$ cat src/rtl/match_chain_node.sv
module match_chain_node #(
  parameter int WORDS = 16,
  localparam int AW = (WORDS > 1) ? $clog2(WORDS) : 1
) (
  input  logic             clk,
  input  logic             rst_n,
  input  logic [WORDS-1:0] hit_vec,
  input  logic             cfg_we,
  input  logic [1:0]       cfg_mfe,
  input  logic             prio_op,
  input  logic             chain_in_n,
  output logic             flag_out_n,
  output logic             match_n,
  output logic             multi_n,
  output logic             stat_hit,
  output logic             stat_multi,
  output logic             resp_v,
  output logic [AW-1:0]    resp_addr
);

  localparam logic [1:0] MFE_OFF = 2'b01;

  logic [1:0]    mfe_q;
  logic          enabled;
  logic          any_hit;
  logic          many_hit;
  logic          own_match_n;
  logic [AW-1:0] first_idx;

  assign enabled     = (mfe_q != MFE_OFF);
  assign any_hit     = |hit_vec;
  assign many_hit    = ($countones(hit_vec) > 1);
  assign own_match_n = ~(enabled & any_hit);

  assign flag_out_n  = chain_in_n & own_match_n;
  assign match_n     = ~any_hit;
  assign multi_n     = ~many_hit;
  assign stat_hit    = any_hit;
  assign stat_multi  = many_hit;

  always_comb begin
    first_idx = '0;
    for (int i = WORDS - 1; i >= 0; i--)
      if (hit_vec[i]) first_idx = AW'(i);
  end

  always_ff @(posedge clk) begin
    if (!rst_n) begin
      mfe_q     <= 2'b00;
      resp_v    <= 1'b0;
      resp_addr <= '0;
    end else begin
      if (cfg_we) mfe_q <= cfg_mfe;
      resp_v <= prio_op & chain_in_n & ~own_match_n;
      if (prio_op & chain_in_n & ~own_match_n) resp_addr <= first_idx;
    end
  end

  a_r5_flag_carries_hit: assert property (@(posedge clk) disable iff (!rst_n)
    (mfe_q != MFE_OFF && hit_vec != '0) |-> !flag_out_n);

  a_r5_flag_carries_upstream: assert property (@(posedge clk) disable iff (!rst_n)
    !chain_in_n |-> !flag_out_n);

  a_r6_transparent_when_off: assert property (@(posedge clk) disable iff (!rst_n)
    (mfe_q == MFE_OFF) |-> (flag_out_n == chain_in_n));

  a_r3_multi_pins: assert property (@(posedge clk) disable iff (!rst_n)
    ((hit_vec & (hit_vec - 1'b1)) != '0) |-> (!multi_n && stat_multi && !match_n));

  a_r8_blocked_from_above: assert property (@(posedge clk) disable iff (!rst_n)
    (prio_op && !chain_in_n) |=> !resp_v);

  a_r9_ignored_when_off: assert property (@(posedge clk) disable iff (!rst_n)
    (prio_op && mfe_q == MFE_OFF && !cfg_we) |=> !resp_v);

  a_r7_resp_needs_request: assert property (@(posedge clk) disable iff (!rst_n)
    $rose(resp_v) |-> $past(prio_op));

endmodule

$ cat config.mk
export PLATFORM = sky130hd
export DESIGN_NAME = match_chain_node
export DESIGN_NICKNAME = d
export VERILOG_FILES = /design/src/rtl/match_chain_node.sv
export SDC_FILE = /design/constraint.sdc
export NUM_CORES = 1
export LEC_CHECK = 0
export ABC_AREA = 1
export ABC_CLOCK_PERIOD_IN_PS = 4620
export BUFFER_PORTS_ARGS = -buffer_cell sky130_fd_sc_hd__buf_2
export CAP_MARGIN = 20
export CORE_AREA = 2 2 46 48
export DETAILED_ROUTE_END_ITERATION = 8
export DIE_AREA = 0 0 48 50
export PLACE_DENSITY = 0.81
export SLEW_MARGIN = 25
export SYNTH_ARGS = -nofsm -noshare
export SYNTH_HDL_FRONTEND = slang
export SYNTH_SLANG_ARGS = --single-unit
$ cat constraint.sdc
create_clock -name clk -period 4.62 [get_ports clk]
set_clock_uncertainty 0.2 [all_clocks]
set_input_delay 0.462 -clock clk [delete_from_list [all_inputs] [get_ports clk]]
set_output_delay 0.462 -clock clk [all_outputs]
set_load 0.02 [all_outputs]
==> results.md, run 1 <==
* GRT overflow at 0
* Hold Crit Class: register to register
* Residual DRC at 0
* Final Cell Area at 1090 um^2
* Worst-Margin Slew at roughly 0.32 ns
* Reg power frac at a little under a fifth
* Critical Path RT at approximately 4.0 ns
* HPWL Detailed at between 1.5 and 2 mm
* Leak Pwr at just over 0.6 nW
* Pre-Repair DR Iteration Count at 4
* DR iter-0 viols at 20
* Pwr/cell area at ~320 nW/um^2
* Combinational share of power at between 60% and 70%
* TritonCTS buffer count at 3
* Cells after Synth at 113
* Reg2reg start: mfe_q[0]
* Max-cap violations at 0
* Drt total wl at approximately 1.9 mm
* Min Tclk post-route at ~4.5 ns
* Maximum clock frequency at 225 MHz
* Sequential share of the synthesized area at 16.2%
* CTS tree: built
* Hold Path Origin: mfe_q[0]
* Critical Path Sink Type: output port
* Worst hold margin at ~0.26 ns
* RSZ-0062 raised after global routing: false
* Post-CTS Hold Fix Bufs at 0
* Switch Pwr at between 0.15 and 0.2 mW
* Fill count at 175
* Antenna violations before repair at 0
* Layout cells sized above 1 at between 30 and 40%
* Worst VDD drop at between 0.0002 and 0.00025 V
* Syn. warnings at 0
* Final period util at 96.4%
* Clk Latency, worst-skew pair at 0.25 ns
* Critical setup path kind: primary input to output port
* Vias at about 800
* Initial Util at roughly 45%
* Setup TNS at 0 ns
* CTS H-Tree Depth at 1
* Sink Count at 7
* Net switching fraction of the power at 44.7%
* Std cell rows at 16
* Worst-path clk slew at about 0.05 ns
* Vias in the first global route at about 800
* Crit start category: primary input
* Final Util at between 50 and 60%
* First-pass GRT wire length at a little over 3 mm
* Clock share of power at 15.7%
* DR WL/cell at between 10 and 15 um
* Vias per cell at around 4.6
* DIE AREA at about 2400 um^2
* Slew HR at between 70% and 80%
* Status: finished, final reports clean
* Max clock buf depth at 2
* Worst Setup SP: hit_vec[3]
* Area Growth Syn to Fin at 25.8%
* Root Buffer: clkbuf_4
* Syn avg cell area at around 7.7 um^2
* CP max FO at 3
* Largest net degree at the start of global routing at 8
* Final setup viols at 0
* Pins Over Slew Limit at 0
* Gp weighted congestion at ~0.76
* Distinct cells, synth at 25
* ANT cells at 0
* Post-Syn Nets at around 150
* CP Data Arrival Time at between 3 and 4 ns
* Post-place instance area at 1060 um^2
* Die width at approximately 48 um
* Mapped Area at ~860 um^2
* Final ANT Viol Nets at 0
* GRT Util Overall at between 15 and 20%
* Final Hold Violating Endpoints at 0
* Power, Total at 0.349 mW
* Flops & latches, synth at 7
* Die Ht at 50 um
* Pint at 0.193 mW
* Floorplan core area at around 1900 um^2
* PortBufs at 32
* Final #Nets at 189
* I/O pin count at 33
Yosys cell counts:
master,instances,area share (%)
inv_1,27,12
nand2_1,23,10
fa_1,10,23
nor2_1,10,4.3
dfxtp_1,7,16
ha_1,6,8.7
inv_2,5,2.2
a21oi_1,3,1.7
nand3_1,3,1.7
nand3_2,2,2.3
nor2_2,2,1.4
o21ai_0,2,1.2
a211o_1,1,1.0
a21oi_2,1,1.0
a22oi_1,1,0.87
a31oi_1,1,0.72
nand3_4,1,2.0
nand3b_1,1,0.87
nand4_2,1,1.4
nor2_4,1,1.3
nor3_2,1,1.2
nor3_4,1,1.9
o211a_1,1,1.2
o21a_1,1,0.87
o311ai_0,1,1.0
flip-flops by register name, indices dropped and copies added, names as in the netlist:
| register | cells |
|---|---|
| resp_addr | 4 |
| mfe_q | 2 |
| resp_v | 1 |
layer usage:
| metal | part of all wire, % | track usage, % | up-vias |
|---|---|---|---|
| met2 | 52 | 31.1 | 35 |
| met3 | 5.7 | 5.86 | 2 |
| met1 | 42 | 19.8 | 363 |
| li1 | - | - | 414 |
| met5 | 0 | 0 | - |
| met4 | 0.54 | 4.50 | 0 |
final timing paths:
kind | slack, ns | end | depth (start not counted)
worst max-delay path | 0.17 | multi_n | 14
worst min-delay path | 0.26 | mfe_q[0] | 2
worst max register to register | 3.27 | resp_addr[3] | 7
worst min register to register | 0.26 | mfe_q[0] | 2
layout make-up:
class / instances / area [um^2] / share of cell area [%]
multi-input cells: 74 / 607 / 55.8
flip-flops and latches: 7 / 140 / 12.9
well taps: 27 / 33.8 / 3.11
repair buffers: 32 / 160 / 14.7
inverters: 32 / 120 / 11.0
clock buffers: 4 / 26.3 / 2.42
cell families after synthesis:
kind of cell               share of synthesized area [%]
AOI/OAI and AO/OA                                   9.55
adders and majority gates                           31.8
buffers and inverters                               13.9
DFF                                                 16.2
and+or+nand+nor                                     28.5
power groups by stage:
| stage | Sequential, mW | Clock [mW] | Combinational [mW] |
|---|---|---|---|
| finish | 0.0635 | 0.0550 | 0.231 |
| global route | 0.0637 | 0.0651 | 0.262 |
| CTS | 0.0635 | 0.0565 | 0.228 |
| detailed placement | 0.0648 | 0 | 0.225 |
| global placement | 0.0646 | 0 | 0.212 |
| floorplan | 0.0659 | 0 | 0.161 |
layout by cell type (no fill, tap or decap), drive strengths merged:
cell type,netlist,routed
a31oi,1,1
inv,32,32
a211o,1,1
nand3,6,6
o21a,1,1
clkbuf,0,4
a21oi,4,4
fa,10,10
o311ai,1,1
buf,0,32
nor2,13,13
nand3b,1,1
a22oi,1,1
o211a,1,1
nand2,23,23
ha,6,6
nand4,1,1
dfxtp,7,7
nor3,2,2
o21ai,2,2
timing repair:
action	CTS	global route
gates resized for setup	0	1
buffers inserted	0	0
setup endpoints to repair	0	2
critical path, cell delays in order:
cell and delay, ns:
buf_2 0.11, inv_1 0.07, fa_1 0.56, fa_1 0.44, fa_1 0.53, fa_1 0.40
inv_1 0.06, ha_1 0.17, inv_1 0.07, fa_2 0.52, o211a_1 0.14, nand2_1 0.06
inv_1 0.05, buf_2 0.15
per-stage QoR:
stage,cells,setup WS [ns]
2_1_floorplan,113,0.307
3_3_place_gp,172,0.202
3_5_place_dp,172,0.147
4_1_cts,176,0.137
5_1_grt,176,0.0184
6_report,176,0.166
(Power assumes the default switching activity.)
==> run 2: changes to the inputs <==
Settings changed: CORE_AREA 2 2 46 48 to 2 2 50 52, DIE_AREA 0 0 48 50 to 0 0 52 54, PLACE_DENSITY 0.81 to 0.71.
==> run 2 against run 1 <==
- non-clock buffer count did not move
- total power rose by 0.40%
- clock power fell by 4.7%
- critical endpoint unchanged
- highest routed layer is now met3
==> results.md, run 2 (same netlist as run 1, synthesis figures left out) <==
* Status: finished, final reports clean
* CP max FO at 3
* CP max-delay cell: fa_1
* CTS tree: built
* Gp weighted congestion at 0.781
* Area Growth Syn to Fin at 27.1%
* Worst VDD drop at around 0.00027 V
* Max clock buf depth at 2
* Final ANT Viol Nets at 0
* Power, Total at between 0.3 and 0.4 mW
* Largest net degree at the start of global routing at 8
* Floorplan core area at roughly 2300 um^2
* Largest stage delay, worst path at roughly 0.56 ns
* Layout cells sized above 1 at between 30% and 40%
* DR WL met3 at 70 um
* Slew HR at approximately four fifths
* Worst-path clk slew at ~0.05 ns
* Critical Path RT at roughly 4 ns
* Root Buffer: clkbuf_4
* Max-cap violations at 0
* HPWL Detailed at between 1.5 and 2 mm
* Vias per cell at between 4 and 5
* Post-CTS Setup Inserts at 0
* Final Hold Violating Endpoints at 0
* Die Ht at ~54 um
* Biggest register: resp_addr
* Crit start category: primary input
* Final period util at between 90% and 100%
* Critical Path Sink Type: output port
* Most frequent cells in the layout: 31 x buf_2, 23 x inv_1, 23 x nand2_1, 10 x nor2_1, 9 x inv_2
* WL met2 at between 1 and 1.5 mm
* I/O pin count at 33
* Vias in the first global route at slightly below 800
* Post-CTS Hold Fix Bufs at 0
* DR WL/cell at approximately 10 um
* Hold Crit Class: primary input to register
* Std cell rows at 18
* Worst-Margin Slew at roughly 0.32 ns
* Leak Pwr at between 0.6 and 0.7 nW
* Vias at 808
* Most common cell after layout, fill and taps aside: buf_2
* Antenna violations before repair at 0
* CP Cell Sequence: buf_2 > inv_1 > fa_1 > fa_1 > fa_1 > fa_1 > inv_1 > ha_2 > inv_1 > fa_2 > o211a_1 > nand2_1 > inv_1 > buf_4
* PortBufs at 32
* Final #Nets at approximately 190
* Initial Util at a little under two fifths
* Pwr/cell area at about 320 nW/um^2
* GRT Util Overall at around 15%
* Largest regs: resp_addr x4, mfe_q x2, resp_v x1
* Min Tclk post-route at between 4 and 5 ns
* Critical setup path kind: primary input to output port
* CTS H-Tree Depth at 1
* Residual DRC at 0
* Final Util at 47.4%
* Final Cell Area at ~1100 um^2
* Post-place instance area at between 1000 and 1500 um^2
* # resized after CTS at 0
* First-pass GRT wire length at ~3.1 mm
* Clk Latency, worst-skew pair at 0.24 ns
* Drt total wl at between 1.5 and 2 mm
* TritonCTS buffer count at 3
* Largest register FFs at 4
* ANT cells at 0
* CP Data Arrival Time at approximately 3.8 ns
* Maximum clock frequency at 223 MHz
* Routed metal-1 wirelength at roughly 710 um
* GRT overflow at 0
* Worst hold margin at 0.253 ns
* Sink Count at 7
* Pre-Repair DR Iteration Count at 4
* DR iter-0 viols at 15
* Die width at 52 um
* Setup TNS at 0 ns
* Final setup viols at 0
* Max layer used: met3
* Pins Over Slew Limit at 0
* DIE AREA at roughly 2800 um^2
run 2: where the power goes:
part | total [mW] | internal (mW) | switching, mW
Combinational | 0.235 | 0.103 | 0.132
Sequential | 0.0635 | 0.0627 | 0.000812
Clock | 0.0524 | 0.0328 | 0.0196
Total | 0.351 | 0.198 | 0.152
run 2: cell type report:
class / count / area (um^2)
Fill cell: 248 / 1220
Multi-Input combinational cell: 74 / 612
Timing Repair Buffer: 32 / 163
Sequential cell: 7 / 140
Inverter: 32 / 120
Tap cell: 30 / 37.5
Clock buffer: 4 / 26.3
run 2: per-stage QoR:
step / setup slack, ns / cells
2_1_floorplan: 0.307 / 113
3_3_place_gp: 0.173 / 175
3_5_place_dp: 0.126 / 175
4_1_cts: 0.0886 / 179
5_1_grt: -0.0195 / 179
6_report: 0.143 / 179
run 2: path summary, 6_finish.rpt:
check | start | to | slack (ns) | cells after the start
worst max-delay path | hit_vec[15] | multi_n | 0.14 | 14
worst min-delay path | cfg_mfe[1] | mfe_q[1] | 0.25 | 3
worst min register to register | mfe_q[0] | mfe_q[0] | 0.26 | 2
worst max register to register | mfe_q[0] | resp_addr[3] | 3.28 | 7
run 2: worst max-delay path, delay by kind of cell:
family | cells | cell delay, ns
buffers and inverters | 6 | 0.49
adders and majority gates | 6 | 2.66
AOI/OAI and AO/OA | 1 | 0.14
and+or+nand+nor | 1 | 0.06
run 2: layer usage:
layer  vias up  GRT usage [%]
li1        416              -
met4         0           4.39
met5         -              0
met2        20           27.6
met1       372           16.2
met3         0           3.06
